File: src/rtl/exti_pkg.sv
package exti_pkg;
  localparam int MAX_PINS  = 6;
  localparam int SLOTS     = 4;
  localparam int REG_COUNT = (MAX_PINS + SLOTS - 1) / SLOTS;
  localparam int ADDR_W    = (REG_COUNT > 1) ? $clog2(REG_COUNT) : 1;
  localparam int DATA_W    = 32;

  localparam int CLR_LSB   = 0;
  localparam int MASK_LSB  = CLR_LSB + SLOTS;
  localparam int BOTH_LSB  = MASK_LSB + SLOTS;
  localparam int SENSE_LSB = BOTH_LSB + SLOTS;
  localparam int LEVEL_LSB = SENSE_LSB + SLOTS;
  localparam int USED_BITS = LEVEL_LSB + SLOTS;

  // Stored settings of one pin
  typedef struct packed {
    logic maskEn;
    logic bothEdge;
    logic senseHigh;
    logic levelMode;
  } pinMode_t;

  // Strobes and settings from the register file to the pin datapath
  typedef struct packed {
    logic [MAX_PINS-1:0] clrPulse;
    logic [MAX_PINS-1:0] maskEn;
    logic [MAX_PINS-1:0] bothEdge;
    logic [MAX_PINS-1:0] senseHigh;
    logic [MAX_PINS-1:0] levelMode;
  } pinCtrl_t;
endpackage

File: src/rtl/exti_sync.sv
module exti_sync #(
  parameter int STAGES = 2
) (
  input  logic clk,
  input  logic rstN,
  input  logic din,
  output logic dout
);
  logic [STAGES-1:0] chain;

  always_ff @(posedge clk or negedge rstN) begin
    if (!rstN) chain <= '0;
    else       chain <= {chain[STAGES-2:0], din};
  end

  assign dout = chain[STAGES-1];
endmodule

File: src/rtl/exti_regs.sv
module exti_regs
  import exti_pkg::*;
#(
  parameter int NUM_PINS = 6
) (
  input  logic              clk,
  input  logic              rstN,
  input  logic              wrEn,
  input  logic [ADDR_W-1:0] addr,
  input  logic [DATA_W-1:0] wrData,
  output logic [DATA_W-1:0] rdData,
  output pinCtrl_t          ctrlBus
);
  logic [MAX_PINS-1:0] clrVec, maskVec, bothVec, senseVec, levelVec;
  logic                wrUnused;

  assign wrUnused = ^wrData[DATA_W-1:USED_BITS];

  for (genvar p = 0; p < MAX_PINS; p++) begin : gPin
    if (p < NUM_PINS) begin : gLive
      localparam int REG_IDX = p / SLOTS;
      localparam int SLOT    = p % SLOTS;
      logic     hit;
      pinMode_t modeQ;

      assign hit = wrEn && (addr == ADDR_W'(REG_IDX));

      always_ff @(posedge clk or negedge rstN) begin
        if (!rstN) begin
          modeQ <= '0;
        end else if (hit) begin
          modeQ.maskEn    <= wrData[MASK_LSB  + SLOT];
          modeQ.bothEdge  <= wrData[BOTH_LSB  + SLOT];
          modeQ.senseHigh <= wrData[SENSE_LSB + SLOT];
          modeQ.levelMode <= wrData[LEVEL_LSB + SLOT];
        end
      end

      assign clrVec[p]   = hit & wrData[CLR_LSB + SLOT];
      assign maskVec[p]  = modeQ.maskEn;
      assign bothVec[p]  = modeQ.bothEdge;
      assign senseVec[p] = modeQ.senseHigh;
      assign levelVec[p] = modeQ.levelMode;
    end else begin : gAbsent
      assign clrVec[p]   = 1'b0;
      assign maskVec[p]  = 1'b0;
      assign bothVec[p]  = 1'b0;
      assign senseVec[p] = 1'b0;
      assign levelVec[p] = 1'b0;
    end
  end

  always_comb begin
    ctrlBus.clrPulse  = clrVec;
    ctrlBus.maskEn    = maskVec;
    ctrlBus.bothEdge  = bothVec;
    ctrlBus.senseHigh = senseVec;
    ctrlBus.levelMode = levelVec;
  end

  // Read mux: clear bits and unused slots stay zero
  always_comb begin
    rdData = '0;
    for (int p = 0; p < NUM_PINS; p++) begin
      if (addr == ADDR_W'(p / SLOTS)) begin
        rdData[MASK_LSB  + (p % SLOTS)] = maskVec[p];
        rdData[BOTH_LSB  + (p % SLOTS)] = bothVec[p];
        rdData[SENSE_LSB + (p % SLOTS)] = senseVec[p];
        rdData[LEVEL_LSB + (p % SLOTS)] = levelVec[p];
      end
    end
  end
endmodule

File: src/rtl/exti_pins.sv
module exti_pins
  import exti_pkg::*;
#(
  parameter int NUM_PINS    = 6,
  parameter int SYNC_STAGES = 2
) (
  input  logic                clk,
  input  logic                rstN,
  input  logic [NUM_PINS-1:0] extPin,
  input  pinCtrl_t            ctrlBus,
  output logic [NUM_PINS-1:0] irqReq
);
  for (genvar p = 0; p < NUM_PINS; p++) begin : gPin
    logic syncQ, prevQ, pendQ, edgeHit, levelHit;

    exti_sync #(.STAGES(SYNC_STAGES)) uSync (
      .clk (clk),
      .rstN(rstN),
      .din (extPin[p]),
      .dout(syncQ)
    );

    always_ff @(posedge clk or negedge rstN) begin
      if (!rstN) prevQ <= 1'b0;
      else       prevQ <= syncQ;
    end

    always_comb begin
      if (ctrlBus.bothEdge[p])       edgeHit = syncQ ^ prevQ;
      else if (ctrlBus.senseHigh[p]) edgeHit = syncQ & ~prevQ;
      else                           edgeHit = ~syncQ & prevQ;
    end

    // New edge takes priority over a simultaneous clear
    always_ff @(posedge clk or negedge rstN) begin
      if (!rstN)                                     pendQ <= 1'b0;
      else if (!ctrlBus.levelMode[p] && edgeHit)     pendQ <= 1'b1;
      else if (ctrlBus.clrPulse[p])                  pendQ <= 1'b0;
    end

    assign levelHit  = (syncQ == ctrlBus.senseHigh[p]);
    assign irqReq[p] = ctrlBus.maskEn[p] &
                       (ctrlBus.levelMode[p] ? levelHit : pendQ);
  end
endmodule

File: src/rtl/exti_unit.sv
module exti_unit #(
  parameter int NUM_PINS = 6
) (
  input  logic                         clk,
  input  logic                         rstN,
  input  logic [NUM_PINS-1:0]          extPin,
  input  logic                         cfgWrEn,
  input  logic [exti_pkg::ADDR_W-1:0]  cfgAddr,
  input  logic [exti_pkg::DATA_W-1:0]  cfgWrData,
  output logic [exti_pkg::DATA_W-1:0]  cfgRdData,
  output logic [NUM_PINS-1:0]          irqReq
);
  exti_pkg::pinCtrl_t ctrlBus;

  exti_regs #(.NUM_PINS(NUM_PINS)) uRegs (
    .clk    (clk),
    .rstN   (rstN),
    .wrEn   (cfgWrEn),
    .addr   (cfgAddr),
    .wrData (cfgWrData),
    .rdData (cfgRdData),
    .ctrlBus(ctrlBus)
  );

  exti_pins #(.NUM_PINS(NUM_PINS), .SYNC_STAGES(2)) uPins (
    .clk    (clk),
    .rstN   (rstN),
    .extPin (extPin),
    .ctrlBus(ctrlBus),
    .irqReq (irqReq)
  );
endmodule

File: config.mk
export PLATFORM = sky130hd
export DESIGN_NAME = exti_unit
export DESIGN_NICKNAME = d
export VERILOG_FILES = /design/src/rtl/exti_pkg.sv /design/src/rtl/exti_sync.sv /design/src/rtl/exti_regs.sv /design/src/rtl/exti_pins.sv /design/src/rtl/exti_unit.sv
export SDC_FILE = /design/constraint.sdc
export NUM_CORES = 1
export LEC_CHECK = 0
export ABC_AREA = 1
export BUFFER_PORTS_ARGS = -buffer_cell sky130_fd_sc_hd__buf_2
export CAP_MARGIN = 20
export CELL_PAD_IN_SITES_DETAIL_PLACEMENT = 1
export CELL_PAD_IN_SITES_GLOBAL_PLACEMENT = 2
export CORE_MARGIN = 8
export CORE_UTILIZATION = 31
export DETAILED_ROUTE_END_ITERATION = 8
export PLACE_DENSITY_LB_ADDON = 0.15
export REMOVE_ABC_BUFFERS = 1
export SETUP_SLACK_MARGIN = 0.15
export SYNTH_ARGS = -nofsm -noshare
export SYNTH_HDL_FRONTEND = slang
export SYNTH_SLANG_ARGS = --single-unit
File: constraint.sdc
create_clock -name clk -period 1.7 [get_ports clk]
set_input_delay 0.17 -clock clk [delete_from_list [all_inputs] [get_ports clk]]
set_output_delay 0.17 -clock clk [all_outputs]
set_load 0.005 [all_outputs]
# After elaboration in Yosys (flattened, before gate mapping)
# Cells that the tools add are included.
[totals]
reg_bits = 48
in_bits = 42
out_inout_bits = 38
elab_cells = 157
[classes]
eq_ne = 6
mux = 46
bitwise = 43
reduce_logical = 20
[op_table]
columns = ["cell", "n"]
rows = [
  ["$mux 1", 46],
  ["$and 1x1->1", 24],
  ["$not 1->1", 13],
  ["$reduce_bool 2->1", 6],
  ["$logic_and 1x1->1", 8],
  ["$eq 1x1->1", 6],
  ["$logic_not 1->1", 6],
  ["$xor 1x1->1", 6],
]

# Logic depth before layout (Yosys ltp)
[depth]
word_depth = 6
depth_mapped = 6
depth_no_buf = 6

# Modules after synthesis
# Synthesis repeated with hierarchy kept, for this count alone.
[unflattened]
hier_cells = 320
hier_area_um2 = 2578.7
[by_module_without_submodules]
columns = ["mod", "n_inst", "cells_each", "area_each_um2"]
rows = [
  ["exti_regs", 1, 176, 1377.6],
  ["exti_pins", 1, 132, 900.9],
  ["exti_sync", 6, 2, 50.0],
]

# Worst setup path before layout
# No wires, ideal clock.
[synth_path]
path_kind = "register to register"
startpoint = "register uPins.gPin[5].uSync.chain[1]"
endpoint = "register uPins.gPin[5].pendQ"
setup_ns = 0.065
arrival_ns = 0.875
t_required_ns = 1.635
slack_ns = 0.760
stages_incl_launch_ff = 5
path_buffers = 0
synth_period_minus_slack_ns = 0.940
path_cell_list = "dfrtp_1 ha_1 a21oi_1 nand2_1 nand2_1"
[synth_via]
elab_chain_len = 6
elab_cells_between_ends = 9
classes_between = "mux (3); bitwise (4); reduce/logical (2)"
[synth_lines]
columns = ["item", "line", "text"]
rows = [
  ["start: declaration", "exti_sync.sv:9", "logic [STAGES-1:0] chain;"],
  ["start signal: assignment", "exti_sync.sv:13", "else chain <= {chain[STAGES-2:0], din};"],
  ["$not 1->1", "exti_pins.sv:31", "else edgeHit = ~syncQ & prevQ;"],
  ["$and 1x1->1", "exti_pins.sv:31", ""],
  ["$mux 1", "exti_pins.sv:30", "else if (ctrlBus.senseHigh[p]) edgeHit = syncQ & ~prevQ;"],
  ["$mux 1 *", "exti_pins.sv:29", "if (ctrlBus.bothEdge[p]) edgeHit = syncQ ^ prevQ;"],
  ["$logic_and 1x1->1 *", "exti_pins.sv:37", "else if (!ctrlBus.levelMode[p] && edgeHit) pendQ <= 1'b1;"],
  ["$mux 1 / $reduce_bool 2->1 (equally long branches)", "--", ""],
  ["end signal: assignment", "exti_pins.sv:36", "if (!rstN) pendQ <= 1'b0;"],
  ["end signal: assignment", "exti_pins.sv:37", ""],
  ["end signal: assignment", "exti_pins.sv:38", "else if (ctrlBus.clrPulse[p]) pendQ <= 1'b0;"],
  ["end: declaration", "exti_pins.sv:14", "logic syncQ, prevQ, pendQ, edgeHit, levelHit;"],
]
# Mark *: on every way between the ends. The rest lies on a longest branch, timed or not.
# A chain may end at the register's enable or synchronous reset.

# Worst setup path after layout
[layout_path]
startpoint = "register uRegs.gPin[4].gLive.modeQ, in the netlist uRegs.ctrlBus[10]"
endpoint = "output irqReq[4]"
[layout_via]
elab_chain_len = 3
[layout_lines]
columns = ["item", "line", "text"]
rows = [
  ["start: declaration", "exti_regs.sv:24", "pinMode_t modeQ;"],
  ["$eq 1x1->1", "exti_pins.sv:41", "assign levelHit = (syncQ == ctrlBus.senseHigh[p]);"],
  ["$mux 1", "exti_pins.sv:43", "(ctrlBus.levelMode[p] ? levelHit : pendQ);"],
  ["$and 1x1->1", "exti_pins.sv:42", "assign irqReq[p] = ctrlBus.maskEn[p] &"],
  ["end: declaration", "exti_unit.sv:11", "output logic [NUM_PINS-1:0] irqReq"],
]
# No other way between the ends.

==> report_table.html <==
<table>
<tr><th>Metric</th><th>Value</th></tr>
<tr><th colspan="2">Outcome</th></tr>
<tr><td>Status</td><td>completed</td></tr>
<tr><th colspan="2">STA</th></tr>
<tr><td>Final critical-path share of the clock period</td><td>0.796</td></tr>
<tr><td>Post-layout minimum cycle time</td><td>between 1 and 1.5 ns</td></tr>
<tr><td>Count of endpoints failing setup in the final report</td><td>0</td></tr>
<tr><td>Final worst setup slack</td><td>0.347 ns</td></tr>
<tr><td>Final-layout setup total negative slack</td><td>0 ns</td></tr>
<tr><td>Setup repair after global routing missed its margin</td><td>no</td></tr>
<tr><td>Fmax</td><td>roughly 740 MHz</td></tr>
<tr><td>Clock skew</td><td>approximately 0.0055 ns</td></tr>
<tr><td>Number of hold-slack violations in the final timing report</td><td>0</td></tr>
<tr><td>Pins over their slew limit</td><td>0</td></tr>
<tr><th colspan="2">Placed design</th></tr>
<tr><td>Worst-case setup slack after placement</td><td>around 0.43 ns</td></tr>
<tr><td>Placed cell area</td><td>around 2700 µm²</td></tr>
<tr><td>Post-detail-place hpwl</td><td>between 4000 and 5000 µm</td></tr>
<tr><td>Placed cell count</td><td>roughly 430</td></tr>
<tr><td>Number of I/O port buffers</td><td>slightly above 50</td></tr>
<tr><td>RePlAce Congestion</td><td>0.721</td></tr>
<tr><th colspan="2">Detailed routing</th></tr>
<tr><td>Detailed-router iteration count before antenna repair</td><td>4</td></tr>
<tr><td>Avg Vias per Cell</td><td>4.18</td></tr>
<tr><td>DRC violations left</td><td>0</td></tr>
<tr><td>Wirelength per Cell</td><td>roughly 13 µm</td></tr>
<tr><td>Initial detailed-routing violation count</td><td>35</td></tr>
<tr><td>Number of vias in the routed layout</td><td>about 1900</td></tr>
<tr><td>Remaining antenna violation count</td><td>0</td></tr>
<tr><td>Final WL</td><td>roughly 5600 µm</td></tr>
<tr><th colspan="2">Clocking</th></tr>
<tr><td>Clock slew at reported path FFs</td><td>0.09 ns</td></tr>
<tr><td>H-tree depth</td><td>2</td></tr>
<tr><td>Clk_lat worst skew</td><td>about 0.30 ns</td></tr>
<tr><td>CTS tree</td><td>built</td></tr>
<tr><td>Clock buffer count from CTS</td><td>5</td></tr>
<tr><td>Maximum buffer depth of the clock tree</td><td>2</td></tr>
<tr><td>Clock Tree Root</td><td>clkbuf_8</td></tr>
<tr><td>Number of clock sinks seen by CTS</td><td>48</td></tr>
<tr><th colspan="2">Critical path</th></tr>
<tr><td>Depth of the critical timing path with buffers and inverters included</td><td>6</td></tr>
<tr><td>Kind of launch point of the worst setup path</td><td>flop</td></tr>
<tr><td>Delay contributed by the slowest stage of the critical path</td><td>~0.45 ns</td></tr>
<tr><td>Crit-path max FO</td><td>5</td></tr>
<tr><td>Kind of end point of the critical path</td><td>output port</td></tr>
<tr><td>Cell-by-cell trace of the critical path</td><td>inv_1, nand2_1, nand3_1, nand2_1, inv_1, buf_2</td></tr>
<tr><td>Data required time of the worst path</td><td>1.53 ns</td></tr>
<tr><td>Crit path DAT</td><td>1.18 ns</td></tr>
<tr><td>Crit path kind</td><td>reg2out</td></tr>
<tr><td>Slowest cell on the critical path</td><td>dfrtp_1</td></tr>
<tr><td>Logic depth of the worst register-to-register path</td><td>4</td></tr>
<tr><td>Count of buffer and inverter cells on the critical path</td><td>3</td></tr>
<tr><td>Largest delay share family, worst path</td><td>flip-flops</td></tr>
<tr><th colspan="2">GRT</th></tr>
<tr><td>Overall Global Routing Usage</td><td>0.109</td></tr>
<tr><td>Overflow left after global routing</td><td>0</td></tr>
<tr><td>Number of global-route vias before repair</td><td>between 2000 and 2500</td></tr>
<tr><td>Antenna violations before repair</td><td>0</td></tr>
<tr><td>Pin count of the biggest net entering global routing</td><td>35</td></tr>
<tr><td>First-pass GRT wire length</td><td>about 10000 µm</td></tr>
<tr><th colspan="2">Power and ir drop</th></tr>
<tr><td>Design Power</td><td>about 2600 µW</td></tr>
<tr><td>Leakage power</td><td>about 0.0016 µW</td></tr>
<tr><td>Pwr dens</td><td>between 800 and 900 nW/µm²</td></tr>
<tr><td>Peak VDD IR</td><td>around 0.33 mV</td></tr>
<tr><th colspan="2">Logic synthesis</th></tr>
<tr><td>Top post-synthesis cells by count</td><td>nand2_1, dfrtp_1, inv_1</td></tr>
<tr><td>Cell variety after synth</td><td>20</td></tr>
<tr><td>Gate count of the mapped netlist</td><td>approximately 290</td></tr>
<tr><td>Async SR Flop Fraction</td><td>1.00</td></tr>
<tr><td>Fraction of the yosys area taken by sequential cells</td><td>0.487</td></tr>
<tr><td>Most frequently used cell type in the post-synthesis netlist</td><td>nand2_1</td></tr>
<tr><td>Ys flop type</td><td>dfrtp_1</td></tr>
<tr><td>Mean Syn Cell Area</td><td>about 8.7 µm²</td></tr>
<tr><td>Synth Cell Area</td><td>2470 µm²</td></tr>
<tr><td>Synthesized flop and latch total</td><td>48</td></tr>
<tr><td>Yosys warning total</td><td>0</td></tr>
<tr><td>Synth top area cells</td><td>dfrtp_1, nand2_1, inv_1</td></tr>
<tr><td>Number of enable flip-flop cells after synthesis</td><td>0</td></tr>
<tr><td>Cell type with the highest aggregate area in the netlist</td><td>dfrtp_1</td></tr>
<tr><td>Portion of synthesized cell area occupied by the leading cell type</td><td>0.487</td></tr>
<tr><th colspan="2">Die</th></tr>
<tr><td>Die H</td><td>around 110 µm</td></tr>
<tr><td>Number of primary I/O pins</td><td>80</td></tr>
<tr><td>Die Area</td><td>roughly 11000 µm²</td></tr>
<tr><td>Chip width</td><td>105 µm</td></tr>
<tr><td>Initial Util</td><td>0.319</td></tr>
<tr><td>Row Count</td><td>32</td></tr>
<tr><td>Core Box Area</td><td>~7700 µm²</td></tr>
<tr><th colspan="2">Layout</th></tr>
<tr><td>Share of final-layout standard cells stronger than drive strength 1</td><td>0.255</td></tr>
<tr><td>Area of all placed cells without fillers</td><td>2910 µm²</td></tr>
<tr><td>Nets</td><td>roughly 400</td></tr>
<tr><td>Final non-filler cell total</td><td>roughly 450</td></tr>
<tr><td>Number of antenna cells inserted</td><td>0</td></tr>
<tr><td>Synthesis-to-finish area growth</td><td>18.0%</td></tr>
<tr><th colspan="2">Hold path</th></tr>
<tr><td>Worst Hold Depth</td><td>3</td></tr>
<tr><td>Worst Hold Class</td><td>in2reg</td></tr>
<tr><th colspan="2">Flow run</th></tr>
<tr><td>Max Cap Violations</td><td>0</td></tr>
</table>
-- path summary, 6_finish.rpt --
kind / slack (ns) / start / to
setup / recovery: 0.35 / uRegs.ctrlBus[10] / irqReq[4]
hold / removal: 0.11 / cfgWrData[15] / uRegs.ctrlBus[9]
setup reg to reg: 0.65 / uPins.gPin[5].uSync.chain[1] / uPins.gPin[5].pendQ
hold reg to reg: 0.35 / uPins.gPin[1].uSync.chain[0] / uPins.gPin[1].uSync.chain[1]
max in group asynchronous: 0.83 / rstN / uRegs.ctrlBus[19]
min in group asynchronous: 0.35 / rstN / uPins.gPin[4].prevQ
-- layout by cell type, fill, tap and decap left out, types with 8 or more instances in the layout --
cell and instances:
a21oi_2 8, buf_2 51, conb_1 16, dfrtp_1 48, ha_1 12, inv_1 46
nand2_1 72, nand3_1 14, nor2_1 18, o21ai_0 10, o21ai_2 10
-- worst reg2reg max path, cell delays in order (launching register included) --
cell and delay (ns):
dfrtp_1 0.42, ha_1 0.29, a21oi_1 0.16, nand2_1 0.08
nand2_1 0.05
-- routing by layer --
metal,up-vias,routed length [µm],track usage
met5,-,0,0
met4,0,72,0.0367
met3,6,331,0.0350
met2,47,2650,0.181
met1,859,2570,0.128
li1,957,-,-
-- sequential cells by signal, indices dropped and copies added, names as in the netlist --
signal,cells
uPins.gPin.prevQ,6
uRegs.ctrlBus,24
uPins.gPin.uSync.chain,12
uPins.gPin.pendQ,6
-- cells by family after synthesis --
logic type               share of synthesized area
other                                      0.00152
flip-flops                                   0.487
AND/OR/NAND/NOR                              0.188
adder cells (fa/ha/maj)                     0.0609
AO/OA/AOI/OAI                                0.115
buffers and inverters                        0.148
-- per-stage QoR --
stage,utilization,hold slack [ns]
2_1_floorplan,-,-0.126
3_3_place_gp,0.355,0.152
3_5_place_dp,0.355,0.158
4_1_cts,0.376,0.0992
5_1_grt,0.376,0.111
6_report,0.376,0.109
-- cell type report --
class,count,area [µm²]
Sequential cell,48,1200
Inverter,47,179
Timing Repair Buffer,60,353
Multi-Input combinational cell,182,956
Fill cell,953,4820
Tap cell,102,128
Clock inverter,2,10.0
Clock buffer,6,82.6
-- power by group --
part	leakage [µW]	internal, µW	switching (µW)
combinational	0.000986	226	299
clock	0.0000510	325	376
sequential	0.000558	1270	97.4
total	0.00159	1820	773
-- repair_timing --
action	CTS	global route
hold endpoints to repair	24	0
setup buffers	0	0
hold buffers	7	0
resized for setup	0	0
Power figures use the tool's default switching activity.
